`config.mk`:
```
export PLATFORM = sky130hd
export DESIGN_NAME = mpi_paged_port
export DESIGN_NICKNAME = d
export VERILOG_FILES = /design/src/rtl/mpi_pkg.sv /design/src/rtl/mpi_sync.sv /design/src/rtl/mpi_decode.sv /design/src/rtl/mpi_paged_port.sv
export SDC_FILE = /design/constraint.sdc
export NUM_CORES = 1
export LEC_CHECK = 0
export ABC_AREA = 1
export BUFFER_PORTS_ARGS = -buffer_cell sky130_fd_sc_hd__buf_4
export CAP_MARGIN = 20
export CORE_ASPECT_RATIO = 1.2
export CORE_MARGIN = 2
export CORE_UTILIZATION = 49
export DETAILED_ROUTE_END_ITERATION = 7
export PLACE_DENSITY = 0.9
export SLEW_MARGIN = 5
export SYNTH_ARGS = -nofsm -noshare
export SYNTH_HDL_FRONTEND = slang
export SYNTH_SLANG_ARGS = --single-unit
```
`constraint.sdc`:
```
create_clock -name clk -period 1.75 [get_ports clk]
set_input_delay 0.35 -clock clk [delete_from_list [all_inputs] [get_ports clk]]
set_output_delay 0.35 -clock clk [all_outputs]
set_load 0.01 [all_outputs]
```
`src/rtl/mpi_pkg.sv`:
```
package mpi_pkg;
    localparam int DATA_W   = 8;
    localparam int STREAM_W = 3;
    localparam int CHAN_W   = 5;
    localparam int ADDR_W   = CHAN_W + 1;
    localparam int MEM_AW   = STREAM_W + CHAN_W;
    localparam int CMH_W    = 3;

    localparam logic [1:0] SEL_DM  = 2'b01;
    localparam logic [1:0] SEL_CML = 2'b10;
    localparam logic [1:0] SEL_CMH = 2'b11;

    typedef enum logic [1:0] {
        ST_IDLE,
        ST_WAIT,
        ST_CAPT,
        ST_ACK
    } state_e;

    typedef enum logic [2:0] {
        TG_NONE,
        TG_CTRL,
        TG_DM,
        TG_CML,
        TG_CMH
    } target_e;
endpackage

```
`src/rtl/mpi_sync.sv`:
```
module mpi_sync #(
    parameter int STAGES = 2
) (
    input  logic clk,
    input  logic rst_n,
    input  logic din,
    output logic dout
);
    localparam int LAST = STAGES - 1;

    logic [LAST:0] chain_d, chain_q;

    generate
        if (STAGES == 1) begin : g_one
            always_comb chain_d = din;
        end else begin : g_many
            always_comb chain_d = {chain_q[LAST-1:0], din};
        end
    endgenerate

    always_ff @(posedge clk or negedge rst_n) begin
        if (!rst_n) chain_q <= '0;
        else        chain_q <= chain_d;
    end

    assign dout = chain_q[LAST];
endmodule

```
`src/rtl/mpi_decode.sv`:
```
module mpi_decode
    import mpi_pkg::*;
(
    input  logic       is_ctrl,
    input  logic       is_rd,
    input  logic       split,
    input  logic [1:0] sel,
    output target_e    tgt
);
    // split overrides the select field; R5: code 00 has no target
    always_comb begin
        if (is_ctrl) begin
            tgt = TG_CTRL;
        end else if (split) begin
            tgt = is_rd ? TG_DM : TG_CML;
        end else begin
            case (sel)
                SEL_DM:  tgt = TG_DM;
                SEL_CML: tgt = TG_CML;
                SEL_CMH: tgt = TG_CMH;
                default: tgt = TG_NONE;
            endcase
        end
    end
endmodule

```
`src/rtl/mpi_paged_port.sv`:
```
module mpi_paged_port
    import mpi_pkg::*;
#(
    parameter int SYNC_STAGES = 2
) (
    input  logic                clk,
    input  logic                rst_n,
    input  logic                cs_n,
    input  logic                ds,
    input  logic                rw,
    input  logic [ADDR_W-1:0]   addr,
    input  logic [DATA_W-1:0]   wdata,
    output logic [DATA_W-1:0]   rdata,
    output logic                rdata_oe,
    output logic                ack_n,
    output logic                msg_mode,
    input  logic                svc_slot,
    output logic [MEM_AW-1:0]   mem_addr,
    output logic [DATA_W-1:0]   mem_wdata,
    output logic                dm_re,
    input  logic [DATA_W-1:0]   dm_rdata,
    output logic                cml_re,
    output logic                cml_we,
    input  logic [DATA_W-1:0]   cml_rdata,
    output logic                cmh_re,
    output logic                cmh_we,
    input  logic [CMH_W-1:0]    cmh_rdata
);
    localparam int PG_SPLIT = 7;
    localparam int PG_MSG   = 6;
    localparam int PG_GAP   = 5;
    localparam int PG_SEL   = 3;

    typedef struct packed {
        state_e              st;
        logic [DATA_W-1:0]   page;
        logic                rd;
        logic [ADDR_W-1:0]   adr;
        logic [DATA_W-1:0]   wd;
        logic [DATA_W-1:0]   rdat;
    } regs_t;

    regs_t   r_d, r_q;
    logic    cs_s, ds_s, sel_act;
    logic    go;
    target_e tgt;

    // both strobes synchronized; access active on cs_n low with ds high
    mpi_sync #(.STAGES(SYNC_STAGES)) u_sync_cs (
        .clk(clk), .rst_n(rst_n), .din(~cs_n), .dout(cs_s));
    mpi_sync #(.STAGES(SYNC_STAGES)) u_sync_ds (
        .clk(clk), .rst_n(rst_n), .din(ds), .dout(ds_s));

    assign sel_act = cs_s & ds_s;

    mpi_decode u_dec (
        .is_ctrl(~r_q.adr[ADDR_W-1]),
        .is_rd  (r_q.rd),
        .split  (r_q.page[PG_SPLIT]),
        .sel    (r_q.page[PG_SEL+1:PG_SEL]),
        .tgt    (tgt)
    );

    assign go = (r_q.st == ST_WAIT) && svc_slot;

    always_comb begin
        r_d = r_q;
        case (r_q.st)
            ST_IDLE: begin
                if (sel_act) begin
                    r_d.rd  = rw;
                    r_d.adr = addr;
                    r_d.wd  = wdata;
                    if (!addr[ADDR_W-1] && !rw) begin
                        // page write needs no slot; R1: gap bit not stored
                        r_d.page         = wdata;
                        r_d.page[PG_GAP] = 1'b0;
                        r_d.st           = ST_ACK;
                    end else begin
                        r_d.st = ST_WAIT;
                    end
                end
            end
            ST_WAIT: begin
                if (svc_slot) r_d.st = ST_CAPT;
            end
            ST_CAPT: begin
                if (r_q.rd) begin
                    case (tgt)
                        TG_CTRL: r_d.rdat = r_q.page;
                        TG_DM:   r_d.rdat = dm_rdata;
                        TG_CML:  r_d.rdat = cml_rdata;
                        TG_CMH:  r_d.rdat = {{(DATA_W-CMH_W){1'b0}}, cmh_rdata};
                        default: r_d.rdat = '0;
                    endcase
                end
                r_d.st = ST_ACK;
            end
            default: begin
                if (!sel_act) r_d.st = ST_IDLE;
            end
        endcase
    end

    always_ff @(posedge clk or negedge rst_n) begin
        if (!rst_n) begin
            r_q <= '{st: ST_IDLE, page: '0, rd: 1'b0, adr: '0, wd: '0, rdat: '0};
        end else begin
            r_q <= r_d;
        end
    end

    // window address; R8: enables only in the granted slot
    assign mem_addr  = {r_q.page[STREAM_W-1:0], r_q.adr[CHAN_W-1:0]};
    assign mem_wdata = r_q.wd;
    assign dm_re     = go &&  r_q.rd && (tgt == TG_DM);
    assign cml_re    = go &&  r_q.rd && (tgt == TG_CML);
    assign cml_we    = go && !r_q.rd && (tgt == TG_CML);
    assign cmh_re    = go &&  r_q.rd && (tgt == TG_CMH);
    assign cmh_we    = go && !r_q.rd && (tgt == TG_CMH);

    assign ack_n    = (r_q.st != ST_ACK);
    assign rdata_oe = (r_q.st == ST_ACK) && r_q.rd;
    assign rdata    = r_q.rdat;
    assign msg_mode = r_q.page[PG_MSG];

    assert_slot_only_R8: assert property (@(posedge clk) disable iff (!rst_n)
        (dm_re || cml_re || cml_we || cmh_re || cmh_we) |-> svc_slot);

    assert_one_enable_R8: assert property (@(posedge clk) disable iff (!rst_n)
        $onehot0({dm_re, cml_re, cml_we, cmh_re, cmh_we}));

    assert_ack_hold_R9: assert property (@(posedge clk) disable iff (!rst_n)
        (!ack_n && sel_act) |=> !ack_n);

    assert_oe_in_ack_R9: assert property (@(posedge clk) disable iff (!rst_n)
        rdata_oe |-> !ack_n);

    assert_fast_page_R7: assert property (@(posedge clk) disable iff (!rst_n)
        ((r_q.st == ST_IDLE) && sel_act && !addr[ADDR_W-1] && !rw) |=> !ack_n);

    assert_split_no_high_R4: assert property (@(posedge clk) disable iff (!rst_n)
        msg_mode === msg_mode && r_q.page[PG_SPLIT] |-> !(cmh_we || cmh_re));
endmodule

```
Yosys cells after proc, flatten, opt, wreduce, memory -nomap -nowiden:

Index checks and enable logic that the tools add are counted.

* bits in registers: 36
* input port bits: 39
* output and inout port bits: 32
* logic and storage cells: 53

* equal/unequal tests: 14
* mux-type cells: 11
* bitwise gates (word level): 2
* reduce and logical (&&, ||, !) cells: 18

Operators by type and width (number)
* 8-bit case mux with 4 select lines: 1
* 25-bit 2-to-1 mux: 1
* 1-bit logical AND: 10
* 3-bit case mux with 3 select lines: 1
* 2-bit equality test, second input constant: 4
* 8-bit 2-to-1 mux: 1
* 3-bit by 2-bit equality test with 1-bit output, second input constant: 2
* 2-bit 2-to-1 mux: 3
* 3-bit 2-to-1 mux: 2
* 2-bit != test, second input constant: 3
* 2-bit case mux with 3 select lines: 1
* 3-bit AND reduction: 2
* 2-bit by 1-bit equality test with 1-bit output, second input constant: 2
* 4-bit by 1-bit != test with 1-bit output, second input constant: 1
* 2-bit AND reduction: 2
* 3-bit by 1-bit equality test with 1-bit output, second input constant: 1
* 3-bit equality test, second input constant: 1
* 1-bit zero test: 3
* 2-bit zero test: 1
* 1-bit AND: 1
* 1-bit 2-to-1 mux: 1
* 1-bit NOT: 1

Depth between registers and ports, before layout:

* depth after elaboration: 6
* gate-level depth with buffers: 10
* depth with buffers taken out: 10

Cells and area by module:

A second synthesis with hierarchy kept.

* cell total of the unflattened synthesis: 248
* area total of the unflattened synthesis: 2001.9 sq um

Modules (own cells, without submodules)
* mpi_paged_port: times used 1, cells each 232, area an instance 1820.5 sq um, sequential area each 800.8 sq um
* mpi_sync: times used 2, cells each 2, area an instance 50.0 sq um, sequential area each 50.0 sq um
* mpi_decode: times used 1, cells each 12, area an instance 81.3 sq um, sequential area each 0.0 sq um

Worst setup path after synthesis:

Ideal clock, no wire load.

* path kind: register to output
* start: reg r_q[26] (netlist bit)
* end: out cml_re
* arrival: 1.330 ns
* required time: 1.400 ns
* path slack: 0.070 ns
* stages on the path, launching flop included: 8
* path through: dfrtp_1 inv_1 ha_1 nand2_2 nand3_2 nor2_2 inv_1 nor2_1

* cells in the longest elaborated chain, start to end: 6

Ends and longest elaborated chain
* start, declared: line mpi_paged_port.sv:43 `regs_t r_d, r_q;`
* start signal, assigned: line mpi_paged_port.sv:107 `r_q <= '{st: ST_IDLE, page: '0, rd: 1'b0, adr: '0, wd: '0, rdat: '0};`
* start signal, assigned: line mpi_paged_port.sv:109 `r_q <= r_d;`
* 2-bit equality test / 2-bit by 1-bit equality test with 1-bit output (equally long branches): line mpi_decode.sv:17 `case (sel)`
* 3-bit case mux with 3 select lines *: line mpi_decode.sv:17
* 3-bit 2-to-1 mux *: line mpi_decode.sv:14 `end else if (split) begin`
* 3-bit 2-to-1 mux *: line mpi_decode.sv:12 `if (is_ctrl) begin`
* 3-bit by 2-bit equality test with 1-bit output *: line mpi_paged_port.sv:117 `assign cml_re = go && r_q.rd && (tgt == TG_CML);`
* 1-bit logical AND *: line mpi_paged_port.sv:117
* end, declared: line mpi_paged_port.sv:22 `output logic cml_re,`

Mark *: on every way between the ends. The rest lies on a longest branch, timed or not.

Final worst setup path:

* start: reg r_q[27] (netlist bit)
* end: out cml_we

* cells in the longest elaborated chain, start to end: 6

Ends and longest elaborated chain
* 2-bit equality test / 2-bit by 1-bit equality test with 1-bit output (equally long branches): line mpi_decode.sv:17
* 3-bit case mux with 3 select lines *: line mpi_decode.sv:17
* 3-bit 2-to-1 mux *: line mpi_decode.sv:14
* 3-bit 2-to-1 mux *: line mpi_decode.sv:12
* 3-bit by 2-bit equality test with 1-bit output *: line mpi_paged_port.sv:118 `assign cml_we = go && !r_q.rd && (tgt == TG_CML);`
* 1-bit logical AND *: line mpi_paged_port.sv:118
* end, declared: line mpi_paged_port.sv:23 `output logic cml_we,`

Marked as above.

==> impl_metrics.json <==
{
  "status": "finished with violations",
  "violations": "negative hold slack, negative setup slack",
  "ys_dominant_reg_cell": "dfrtp_1",
  "hpwl_mm": 3.23,
  "drv_cap": 0,
  "ys.warnings.count": 0,
  "r2r-end": "rdata[6]",
  "path_max_fanout": 4,
  "cp-startpoint": "r_q[27]",
  "drt-pass1-iter-count": 4,
  "syn_inst": 243,
  "rr_worst_depth": 9,
  "crit_type": "reg -> out",
  "grt.total_usage_pct": 21.9,
  "crit_required_ns": 1.40,
  "die_h_um": 72.9,
  "worst_slack_ns": -0.216,
  "ys_seq_area_share_pct": 46.5,
  "antenna_found_initial": 0,
  "grt_overflow": 0,
  "numCtsBuffers": 5,
  "setup_tns_ns": -0.888,
  "synth_top_area_share_pct": 46.5,
  "power_density_mw_per_mm2": 1650,
  "synth_cell_types": 20,
  "synth_area_mm2": 0.00194,
  "place_congestion": 0.779,
  "grt_max_degree": 37,
  "io_pins": 71,
  "die-width_um": 61.4,
  "power.leakage_uw": 0.00139,
  "cts.sinks": 36,
  "portBuffers": 70,
  "final_core_util_pct": 66.5,
  "design.final.nets": 349,
  "cts_tree": "done",
  "diodes": 0,
  "ys_async_sr_fraction_pct": 100,
  "clk_pin_slew_ns": 0.08,
  "end_kind": "output pin",
  "r2r_slack_ns": 0.06,
  "routed_wl_mm": 4.62,
  "vias_per_cell": 4.84,
  "grt_setup_unrepaired": "true",
  "holdCritPathClass": "in -> async",
  "drc_errors": 0,
  "grt_pass1_wl_mm": 7.28,
  "hold_viol": 2,
  "ir_worst_vdd_mv": 0.874,
  "ant_nets": 0,
  "fin_crit_ns": 1.97,
  "fin_skew_ns": 0.00280,
  "synth_commonest_cells": "nand2_1, dfrtp_1, buf_4",
  "syn-num-nets": 288,
  "vias": 1739,
  "die_area_mm2": 0.00448,
  "fmax_mhz": 509,
  "holdWs_ns": -0.00138,
  "cts-root-buf": "clkbuf_8",
  "synth.avg_cell_area_um2": 7.98,
  "slew_headroom_pct": 70.0,
  "setup-violations-final": 5,
  "cts_max_level": 2,
  "synth_edf_count": 0,
  "initial_utilization_pct": 50.0,
  "synth_seq_cells": 36,
  "slew_violations": 0,
  "clock_path_buffers": 2,
  "clk_latency_ns": 0.29,
  "synth.most_common_cell": "nand2_1",
  "worstMarginPinSlew_ns": 0.450,
  "synthTopCellsByArea": "dfrtp_1, nand2_1, buf_4",
  "core-area_mm2": 0.00388,
  "rows": 25,
  "areaGrowthSynthToFinish_pct": 33.0,
  "grt_pass1_vias": 1651,
  "fin_crit_sh_pct": 112,
  "yosys.area.top_type": "dfrtp_1",
  "post_drt_wl_per_cell_um": 12.9,
  "drt_iter0_markers": 78,
  "layout-drive-gt1-share_pct": 37.7,
  "endpoint": "cml_we",
  "critPathLaunchType": "register",
  "critPathArrivalTime_ns": 1.62,
  "r2r-start": "r_q[26]"
}
[worst min-delay path by stage]
stage | startpoint | to | cells past startpoint
6_report | rst_n | r_q[32] | 1
4_1_cts | rst_n | r_q[26] | 1
2_1_floorplan | rst_n | mem_addr[0] | 0
3_3_place_gp | rst_n | u_sync_ds.chain_q[0] | 1
5_1_grt | rst_n | u_sync_cs.chain_q[0] | 1
3_5_place_dp | rst_n | u_sync_ds.chain_q[1] | 1
[layout make-up]
cell class,instances,area (µm²)
sequential,36,902
tap,54,67.6
clock buffer,5,68.8
inverter,21,78.8
timing repair buffer,82,616
multi-input combinational,158,821
clock inverter,3,23.8
fill,348,1300
[per-layer routing]
metal / track usage, % / wire length, µm / vias up
met2: 37.4 / 2440 / 74
met1: 25.2 / 1790 / 795
met3: 4.43 / 274 / 10
li1: - / - / 860
met4: 11.3 / 116 / 0
met5: 0 / 0 / -
[power by group]
part	switching [µW]	total (µW)	leakage, µW	internal [µW]
registers	293	1480	0.000446	1180
logic	1160	2160	0.000902	998
clock network	325	607	0.0000404	282
[registers in the layout, indices dropped and copies added, names as in the netlist]
signal / cells
r_q: 7
mem_wdata: 8
u_sync_ds.chain_q: 2
rdata: 8
msg_mode: 1
mem_addr: 8
u_sync_cs.chain_q: 2
[cells in the final DEF (no fill, tap or decap)]
cell        count
nor2_2          5
o21ai_1         4
nor3_4          1
clkinv_4        1
nand3_2         1
nand2_2         1
nor2_1          5
clkbuf_8        5
a21oi_1         2
ha_2            2
nand2_1        86
buf_4          82
ha_4            1
dfrtp_1        35
ha_1            3
dfrtp_2         1
clkinvlp_4      2
inv_2           6
nor2_4          2
inv_1          15
o21ai_0        17
nand2_4         3
nor3_1          1
o22ai_1         1
nand3_1        21
nand3_4         2
[what timing repair did]
action / CTS / global route
pin swaps: 10 / 2
hold buffers: 0 / 0
buffers inserted: 5 / 1
resized for setup: 17 / 3
endpoints found under the setup margin: 5 / 13
[cells by family after synthesis]
logic type / count (synthesis) / share of synthesized area, %
compound gates: 24 / 6.26
simple gates: 128 / 28.5
buf+inv: 49 / 14.8
flops: 36 / 46.5
fa+ha+maj: 6 / 3.87
[worst max-delay path: stages, from the launching register on]
cell,delay [ns]
dfrtp_2,0.45
ha_2,0.23
nand3_4,0.11
nand3_4,0.11
nor2_4,0.15
inv_2,0.05
nor2_2,0.10
buf_4,0.13
[stage by stage]
stage / instances / hold slack [ns] / area, µm² / total power, µW / worst slack (ns)
finish: 359 / -0.00138 / 2580 / 4240 / -0.216
global route: 359 / 0.0374 / 2580 / 4570 / -0.301
CTS: 358 / 0.0138 / 2560 / 4140 / -0.178
detailed placement: 345 / 0.332 / 2370 / 3310 / -0.00442
global placement: 345 / 0.325 / 2370 / 3230 / 0.0466
floorplan: 243 / 0.0544 / 1940 / 2860 / 0.0702
Note: power is estimated with default switching activity, not from simulation.
